`src/rtl/sbus_datapath.sv`:
```
module sbus_datapath #(
  parameter int W = 16,
  parameter int NREG = 4,
  parameter int AFW = 12,
  parameter logic [W-1:0] RESET_PC = 16'd1000
) (
  input  logic            clk,
  input  logic            rst_n,
  input  logic            pc_out,
  input  logic            pc_in,
  input  logic            mar_in,
  input  logic            rd_start,
  input  logic            mdr_out,
  input  logic            ir_in,
  input  logic            ir_addr_out,
  input  logic            y_in,
  input  logic            y_clr,
  input  logic            z_in,
  input  logic            z_out,
  input  logic [NREG-1:0] reg_out,
  input  logic [NREG-1:0] reg_in,
  input  logic            carry,
  input  logic [1:0]      alu_op,
  output logic [W-1:0]    mem_addr,
  output logic            rd_req,
  input  logic [W-1:0]    mem_rdata,
  input  logic            mem_done,
  output logic [W-1:0]    bus_o,
  output logic [W-1:0]    pc_o,
  output logic            zero_o,
  output logic            bus_err
);
  localparam int NSRC = NREG + 4;

  logic [W-1:0] pc, mar, mdr, ir, y, z, res, a_op;
  logic [W-1:0] gpr [NREG];
  logic [W-1:0] bus;
  logic [NSRC-1:0] outs;
  logic zf, pend;

  assign outs    = {pc_out, mdr_out, ir_addr_out, z_out, reg_out};
  assign bus_err = $countones(outs) > 1;

  always_comb begin
    bus = '0;
    for (int i = NREG - 1; i >= 0; i--)
      if (reg_out[i]) bus = gpr[i];
    if (z_out)       bus = z;
    if (ir_addr_out) bus = {{(W-AFW){1'b0}}, ir[AFW-1:0]};
    if (mdr_out)     bus = mdr;
    if (pc_out)      bus = pc;
  end

  assign a_op = y_clr ? '0 : y;

  always_comb begin
    case (alu_op)
      2'd0:    res = a_op + bus + {{(W-1){1'b0}}, carry};
      2'd1:    res = a_op - bus;
      2'd2:    res = a_op * bus;
      default: res = (bus == '0) ? '1 : a_op / bus;
    endcase
  end

  always_ff @(posedge clk) begin
    if (!rst_n) begin
      pc <= RESET_PC; mar <= '0; mdr <= '0; ir <= '0;
      y <= '0; z <= '0; zf <= 1'b0; pend <= 1'b0;
    end else begin
      if (pc_in) pc <= bus;
      if (ir_in) ir <= bus;
      if (y_clr) y <= '0;
      else if (y_in) y <= bus;
      if (z_in) begin
        z  <= res;
        zf <= (res == '0);
      end
      if (mar_in) mar <= bus;
      if (mar_in && rd_start) pend <= 1'b1;
      else if (mem_done) pend <= 1'b0;
      if (mem_done && pend) mdr <= mem_rdata;
    end
  end

  for (genvar g = 0; g < NREG; g++) begin : g_reg
    always_ff @(posedge clk) begin
      if (!rst_n) gpr[g] <= '0;
      else if (reg_in[g]) gpr[g] <= bus;
    end
  end

  assign bus_o    = bus;
  assign pc_o     = pc;
  assign mem_addr = mar;
  assign rd_req   = pend;
  assign zero_o   = zf;
endmodule


```
`config.mk`:
```
export PLATFORM = sky130hd
export DESIGN_NAME = sbus_datapath
export DESIGN_NICKNAME = d
export VERILOG_FILES = /design/src/rtl/sbus_datapath.sv
export SDC_FILE = /design/constraint.sdc
export NUM_CORES = 1
export LEC_CHECK = 0
export BUFFER_PORTS_ARGS = -buffer_cell sky130_fd_sc_hd__buf_2
export CORE_MARGIN = 4
export CORE_UTILIZATION = 55
export DETAILED_ROUTE_END_ITERATION = 10
export PLACE_DENSITY = 0.74
export SLEW_MARGIN = 10
export SYNTH_ARGS = -nofsm -noshare
export SYNTH_HDL_FRONTEND = slang
export SYNTH_SLANG_ARGS = --single-unit
```
`constraint.sdc`:
```
create_clock -name clk -period 47.8 [get_ports clk]
set_input_delay 11.95 -clock clk [delete_from_list [all_inputs] [get_ports clk]]
set_output_delay 11.95 -clock clk [all_outputs]
set_load 0.01 [all_outputs]
```
Word-level counts from Yosys, hierarchy flattened --
Memory sizes are Yosys's and may differ from the RTL's. Cells that the tools add are included.
Word-level totals: register bits after elaboration 94, bits in writable memories 64, output and inout bits 51, memories kept 1
Cells by class: add/subtract/negate cells 10, multiply operators 1, divide/modulo/power cells 1, magnitude comparators 1, equal/unequal tests 2, muxes and demuxes 30, bitwise gates (word level) 5, reduce and logical (&&, ||, !) cells 7
Memory list:
- gpr | words 4, width 16, read ports 4, clocked after Yosys merged registers in 0, write ports 4, line 36 | logic [W-1:0] gpr [NREG];
Operator list (count):
- 2-to-1 mux 16 bit | 14
- case mux 16 bit (3 select lines) | 1
- zero test 16 bit | 2
- adder 16 x 1 -> 16 bit | 1
- adder 16 bit | 1
- divider 16 x 16 -> 16 bit | 1
- multiplier 16 x 16 -> 16 bit | 1
- subtractor 16 bit | 1
- 2-to-1 mux 1 bit | 15
- adder 1 x 1 -> 2 bit | 4
- adder 2 x 2 -> 3 bit | 2
- adder 3 x 3 -> 4 bit | 1
- greater-than comparator 4 x 1 -> 1 bit, second input constant | 1
- bitwise OR 1 bit | 4
- equality test 2 x 1 -> 1 bit, second input constant | 1
- equality test 2 bit, second input constant | 1
- logical AND 1 bit | 2
- zero test 2 bit | 1
- nonzero test 2 bit | 1
- OR reduction 2 bit | 1
- NOT 1 bit | 1

Depth between registers and ports, before layout --
Gate-level depths: netlist of the first run.
depth in word-level cells 12, depth in mapped cells 155, depth with buffers taken out 143

Worst setup path after synthesis of the first run --
No wires, ideal clock.
kind input to register, start input port pc_out, end register zf, in the netlist zero_o, setup time 0.092 ns, arrival time 40.327 ns, path slack 7.380 ns, cell stages on the path 141, path through buf_2 > buf_1 > buf_2 > o31a_1 > a31oi_1 > o21ai_0 > clkbuf_1 > ha_1 > and4_1 > nor2_1 > ha_1 > o21a_1 > nor2_1 > nor2_1 > and3_1 > o31ai_1 > ha_1 > o21a_1 > [105 not listed] > or4_1 > a21oi_1 > a221oi_1 > o21ai_0 > clkbuf_1 > mux2_2 > ha_1 > a21o_1 > a211oi_1 > o21ai_0 > a21oi_1 > o21ai_0 > o211ai_1 > a31o_2 > nand4_1 > nor4_1 > nand4b_1 > o32ai_1
On the way: word-level cells in the longest chain between the ends 5
RTL lines:
- start: declaration | line 9 | input logic pc_out,
- 2-to-1 mux 16 bit (*) | line 51 | if (pc_out) bus = pc;
- divider 16 x 16 -> 16 bit (tied with other cells) | line 61 | default: res = (bus == '0) ? '1 : a_op / bus;
- 2-to-1 mux 16 bit / adder 16 x 1 -> 16 bit (equally long branches) | line 61, 58
- case mux 16 bit (3 select lines) (*) | line 57 | case (alu_op)
- zero test 16 bit (*) | line 76 | zf <= (res == '0);
- end signal: assignment | line 76
- end: declaration | line 39 | logic zf, pend;
Every way passes the cells marked *; elsewhere a longest branch is shown, timed or not. A chain may end at the register's enable or synchronous reset.

Worst setup path after layout of the first run --
Same ends and word-level chain as after synthesis.

==> results.md, run 1 <==
- GP Congestion: between 1 and 1.5
- Hold buffer count at cts: 0
- PortBufs: 91
- Dpl ws: between 1500 and 2000 ps
- Max FO, Critical Path: 28
- Peak VDD IR: about 0.027 mV
- Layout cells sized above 1: slightly above 10%
- Final Cycle Share: 94.7%
- Flop2flop setup slack: roughly 14000 ps
- Number of flops mapped to enable cells by yosys: 64
- Slowest stage delay, CP: approximately 730 ps
- Vias in the first global route: roughly 19000
- Area Overhead vs Synth: 7.71%
- Reg area: about 3800 um2
- Area of the multi-input gates: approximately 15000 um2
- Grt total ovfl: 0
- Worst flop-to-flop path endpoint: zero_o
- Worst-path clk slew: about 60 ps
- Starting DRT DRC Count: about 2000
- Worst reg-to-reg path cell count: ~130
- Top cell by count, worst path: ha_1
- Fmax: 0.0221 GHz
- WL/cell: 23.8 um
- Setup WS post-layout: 2510 ps
- RSZ-0062 raised after global routing: false
- Worst R2R Start: gpr[2][14]
- H-tree depth: 4
- Required @ worst endpoint: 48140 ps
- Final nets: between 2000 and 3000
- Site Rows: roughly 70
- Drt total wl: 70.7 mm
- Worst slew pin tran: ~1000 ps
- CTS tree: done
- Synth top area share: ~14%
- Post-Syn Area per Cell: between 8 and 9 um2
- Total negative slack: 0 ps
- Filler cell count: ~3200
- Vias per cell: about 6.4
- HP Class: register to register
- Synth area leader: ha_1
- DR vias: around 19000
- Pwr dens: between 20 and 30 nW/um2
- Warnings, synthesis: 0
- Cts bufs inserted: 17
- Crit path DAT: between 40000 and 50000 ps
- Mapped Nets: 2806
- Die height: 197 um
- Post-DP HPWL: between 50 and 60 mm
- Slew HR: between 30% and 40%
- Unique masters post-synth: 91
- Critical Path Start Type: input pin
- Final min period: roughly 45000 ps
- Final cell count without fillers: ~3000
- Synth Instances: 2457
- Final hold violations: 0
- Initial antenna violation count: 2
- Setup crit end kind: register
- DRC Markers: 0
- Fin. max-slew vios: 0
- Sequential fraction of the synthesis area: between 15 and 20%
- Global-route wire length before repair: approximately 110 mm
- Placed Cells: slightly below 3000
- Ys flop type: dfxtp_1
- Async SR Flop Fraction: 0%
- DIE AREA: ~39000 um2
- Clk root buf: clkbuf_16
- TritonRoute pass-1 iters: 6
- Post-DRT Antenna Nets: 0
- CTS Buffer Depth: 2
- Cell area after synthesis: ~20000 um2
- Max cap viols: 0
- Chip width: slightly below 200 um
- CP Class: input pin to register
- Flops & latches, synth: ~160
- Status: completed
- Hold_sp: mdr[5]
- Crit-path slowest cell: o31ai_1
- # setup viols final: 0
- Synth top area cells: ha_1 (14%), edfxtp_1 (9.8%), dfxtp_1 (9.6%)
- Num ports: 92
- Total track usage: a little over a third
- Clk_lat worst skew: 450 ps
- # clock sinks: between 150 and 200
- Core area: between 30000 and 40000 um2
- Leakage power total: between 9 and 10 nW
- Hold EP: mdr[5]
- Starting density of the core: 55.6%
- Largest net degree at the start of global routing: between 80 and 90
- Clock Skew: 22.7 ps
- Hold path cells: 2
[cells in the mapped netlist, types with 9 or more instances]
library cell    n
nand2b_1       41
nand3_1        36
o21ai_0        79
buf_2          14
a21oi_1       127
a31oi_1        29
nor2b_1        69
xor2_1         26
o21a_1         42
and2_1         17
a211oi_1       23
mux2i_1        63
nand3b_1       14
clkbuf_1       83
nand4_1        12
or3_1          16
inv_1         206
o31ai_1        29
or2_2          20
nor3_1         63
edfxtp_1       64
nor4_1         13
o211ai_1       24
mux2_2         28
xnor2_1        77
a21o_1         25
a21boi_0       24
nand2_1       264
o31a_1          9
o22ai_1        17
dfxtp_1        94
ha_1          221
fa_1           87
nor2_1        306
a221o_1         9
a221oi_1       13
o21bai_1       15
[final cells by class]
| cell class | count | share of cell area (%) |
|---|---|---|
| antenna | 2 | 0.0236 |
| clock buffer | 17 | 2.01 |
| clock inverter | 15 | 0.644 |
| inverter | 213 | 3.77 |
| multi-input combinational | 1973 | 69.2 |
| sequential | 158 | 17.9 |
| tap | 461 | 2.72 |
| timing repair buffer | 135 | 3.71 |
[sequential cells by signal (all words and copies together) (netlist names)]
name and cells:
rd_req 1, ir 12, pc_o 16, z 16
mem_addr 16, zero_o 1, y 16, mdr 16
gpr 64
[worst max path at each step]
stage                     startpoint  depth (start not counted)  endpoint
after detailed placement  reg_out[2]                        132    zero_o
after CTS                 reg_out[2]                        132    zero_o
after global routing          pc_out                        132    zero_o
after floorplan               pc_out                        141    zero_o
final                         pc_out                        132    zero_o
after global placement    reg_out[2]                        127    zero_o
[kinds of logic (layout without fill, tap and decap cells)]
family / after synthesis / after routing / synth area share (%)
other: 0 / 2 / 0
DFF: 158 / 158 / 19.3
AOI/OAI and AO/OA: 556 / 556 / 19.7
muxes: 91 / 91 / 4.81
adders and majority gates: 308 / 308 / 22.9
and+or+nand+nor: 910 / 910 / 21.5
xor gates and xnor gates: 108 / 108 / 5.16
buffers and inverters: 326 / 380 / 6.56
[layout by cell type (no fill, tap or decap), types with 25 or more instances in the layout]
cell / instances
nor2b_1: 68
edfxtp_1: 64
xnor2_1: 77
mux2_2: 28
a31oi_1: 29
a21oi_1: 127
ha_1: 221
inv_1: 206
a21o_1: 25
nand2b_1: 41
fa_1: 87
o21a_1: 42
nor2_1: 306
buf_2: 91
nand2_1: 263
o21ai_0: 77
buf_4: 44
nand3_1: 36
nor3_1: 63
dfxtp_1: 94
mux2i_1: 63
o31ai_1: 27
xor2_1: 26
[per-layer routing]
| layer | global-route usage, % | part of all wire [%] |
|---|---|---|
| met1 | 47.9 | 40 |
| met3 | 7.25 | 10 |
| met2 | 55.5 | 43 |
| met4 | 18.5 | 5.9 |
| met5 | 0 | 0.018 |
[repair_timing]
action	4_1_cts	5_1_grt
resized for setup	0	11
buffers inserted	0	8
endpoints found under the setup margin	0	2
[through the flow]
step	power [mW]	hold slack, ps	utilization [%]	cell area (um2)
2_1_floorplan	0.372	438	-	19700
3_3_place_gp	0.449	452	58.0	20500
3_5_place_dp	0.455	469	58.0	20500
4_1_cts	0.587	481	59.6	21100
5_1_grt	0.631	503	59.9	21200
6_report	0.595	479	59.9	21200
[power breakdown]
part / internal [mW] / switching [mW] / leakage, nW
clock: 0.0723 / 0.0613 / 0.265
sequential: 0.149 / 0.00489 / 1.48
combinational: 0.119 / 0.189 / 8.24
[worst max-delay path: cells and delay by family]
kind,cells,cell delay (ps)
AO/OA/AOI/OAI,57,13220
adder cells (fa/ha/maj),15,4370
AND/OR/NAND/NOR,48,12350
multiplexers,4,1420
buffers and inverters,8,2210
No activity file was read; power rests on OpenSTA's default activity.
==> run 2: changes to the inputs <==
- RECOVER_POWER: not set -> 50
==> run 2 against run 1 <==
  * The run now ends with max-capacitance violations, max-slew violations left
  * Sequential power barely moved
  * Sequential share of layout area barely moved
  * Fmax fell by 0.12%
  * Clock power barely moved
  * Critical path depth did not move
  * Routed wire length barely moved
  * Global-route usage did not move
  * Clock-buffer cell count did not move
  * Setup slack got worse by 52 ps
  * Cell count did not move
==> results.md, run 2 (synthesized netlist as in run 1, its figures left out) <==
- Vias per cell: 6.36 (about the same)
- Chip width: 197 um (unchanged)
- Hold buffer count at cts: 0 (unchanged)
- PortBufs: 91 (unchanged)
- Final Cycle Share: 94.9% (+0.11 points)
- Largest register FFs: 64 (unchanged)
- CP Class: input pin to register
- Failing checks: max-capacitance violations, max-slew violations
- Slew HR: -49.3% (-83 points)
- Placed Cells: 2932 (unchanged)
- Crit path DAT: 45680 ps (+50 ps)
- Most frequent cells in the layout: nor2_1 (306), nand2_1 (263), ha_1 (221)
- # setup viols final: 0 (unchanged)
- Leakage power total: 9.84 nW (-1.4%)
- Clock Skew: 21.4 ps (-1.32 ps)
- Drt total wl: 70.8 mm (about the same)
- H-tree depth: 4 (unchanged)
- Placed inst area: 20500 um2 (unchanged)
- CTS tree: done
- Global-route wire length before repair: 108 mm (unchanged)
- CTS Buffer Depth: 2 (unchanged)
- Num ports: 92 (unchanged)
- Final hold violations: 0 (unchanged)
- Worst slew pin tran: 2240 ps (+1250 ps)
- Total negative slack: 0 ps (unchanged)
- # clock sinks: 158 (unchanged)
- Crit-path slowest cell: o31ai_1
- Dpl ws: 1760 ps (unchanged)
- Setup crit end kind: register
- Layout cells sized above 1: 8.72% (-1.5 points)
- Starting DRT DRC Count: 1928 (-3.8%)
- Post-route cell area: 21100 um2 (-0.27%)
- Total track usage: 35.9% (unchanged)
- Core area: 35400 um2 (unchanged)
- Final cell count without fillers: 2974 (unchanged)
- TritonRoute pass-1 iters: 6 (unchanged)
- DR vias: 18900 (-0.074%)
- HP Class: register to register
- Area Overhead vs Synth: 7.42%
- Top cell by count, worst path: ha_1
- Max cap viols: 2 (+2)
- RSZ-0062 raised after global routing: false
- Max FO, Critical Path: 28 (unchanged)
- Post-DP HPWL: 53.4 mm (unchanged)
- Post-DRT Antenna Nets: 0 (unchanged)
- DIE AREA: 38900 um2 (unchanged)
- Largest net degree at the start of global routing: 81 (unchanged)
- Most common cell after layout, fill and taps aside: nor2_1
- Cts bufs inserted: 17 (unchanged)
- Grt total ovfl: 0 (unchanged)
- Final min period: 45340 ps (+52.3 ps)
- DRC Markers: 0 (unchanged)
- Die height: 197 um (unchanged)
- Status: complete, but fails checks
- Fmax: 0.0221 GHz (-0.12%)
- Filler cell count: 3257 (+0.71%)
- WL/cell: 23.8 um (about the same)
- Starting density of the core: 55.6% (unchanged)
- Setup WS post-layout: 2460 ps (-52.3 ps)
- Final nets: 2847 (unchanged)
- Site Rows: 69 (unchanged)
- Most flops, register: gpr
- Clk root buf: clkbuf_16
- Peak VDD IR: 0.0265 mV (-0.34%)
- Pwr dens: 28.2 nW/um2 (+0.23%)
- Critical Path Start Type: input pin
- Fin. max-slew vios: 46 (+46)
- Slowest stage delay, CP: 740 ps (about the same)
- Clk_lat worst skew: 450 ps (about the same)
- Required @ worst endpoint: 48140 ps (about the same)
- GP Congestion: 1.05 (unchanged)
- Worst-path clk slew: 60 ps (about the same)
- Vias in the first global route: 18700 (unchanged)
- Initial antenna violation count: 2 (unchanged)
[run 2: cell types whose count changed in the layout (fill, tap and decap cells not counted)]
cell / delta
buf_2: -35
o22ai_2: -1
clkbuf_1: +37
o22ai_1: +1
buf_4: -2
[run 2: layout make-up]
class                      instances  area (um2)  share of cell area [%]
multi-input combinational       1973       14700                    69.3
sequential                       158        3800                    18.0
inverter                         213         800                    3.78
timing repair buffer             135         734                    3.48
tap                              461         577                    2.73
clock buffer                      17         425                    2.01
clock inverter                    15         136                   0.645
antenna                            2        5.00                  0.0237
[run 2: worst paths after layout]
kind | from | to | slack (ps) | cells past startpoint
worst max-delay path | pc_out | zero_o | 2460 | 132
worst min-delay path | mdr[5] | mdr[5] | 480 | 2
worst max register to register | gpr[2][14] | zero_o | 14220 | 132
worst min register to register | mdr[5] | mdr[5] | 480 | 2
[run 2: report_power, final]
part	total, mW	leakage, nW	switching, mW	internal [mW]
Combinational	0.307	8.10	0.189	0.119
Sequential	0.154	1.48	0.00492	0.149
Clock	0.134	0.265	0.0615	0.0723
Total	0.595	9.84	0.255	0.340
[run 2: layer usage]
metal	global-route usage [%]	up-vias	share of wire [%]
met4	18.5	2	5.8
li1	-	8688	-
met5	0	-	0.018
met3	7.25	223	11
met2	55.5	1051	43
met1	47.9	8950	40
[run 2: repair_timing]
action | CTS | global route
gates resized for setup | 0 | 11
setup endpoints to repair | 0 | 2
buffers inserted | 0 | 8
[run 2: metrics by stage]
| step | total power, mW | hold slack, ps | utilization (%) |
|---|---|---|---|
| global placement | 0.449 | 452 | 58.0 |
| detailed placement | 0.455 | 469 | 58.0 |
| finish | 0.595 | 481 | 59.7 |
| floorplan | 0.372 | 438 | - |
| CTS | 0.587 | 481 | 59.6 |
| global route | 0.631 | 503 | 59.7 |
[run 2: critical path, delay by kind of cell]
family | cells | cell delay [ps]
muxes | 4 | 1430
adders and majority gates | 15 | 4380
buffers and inverters | 8 | 2210
and+or+nand+nor | 48 | 12410
AOI/OAI and AO/OA | 57 | 13270
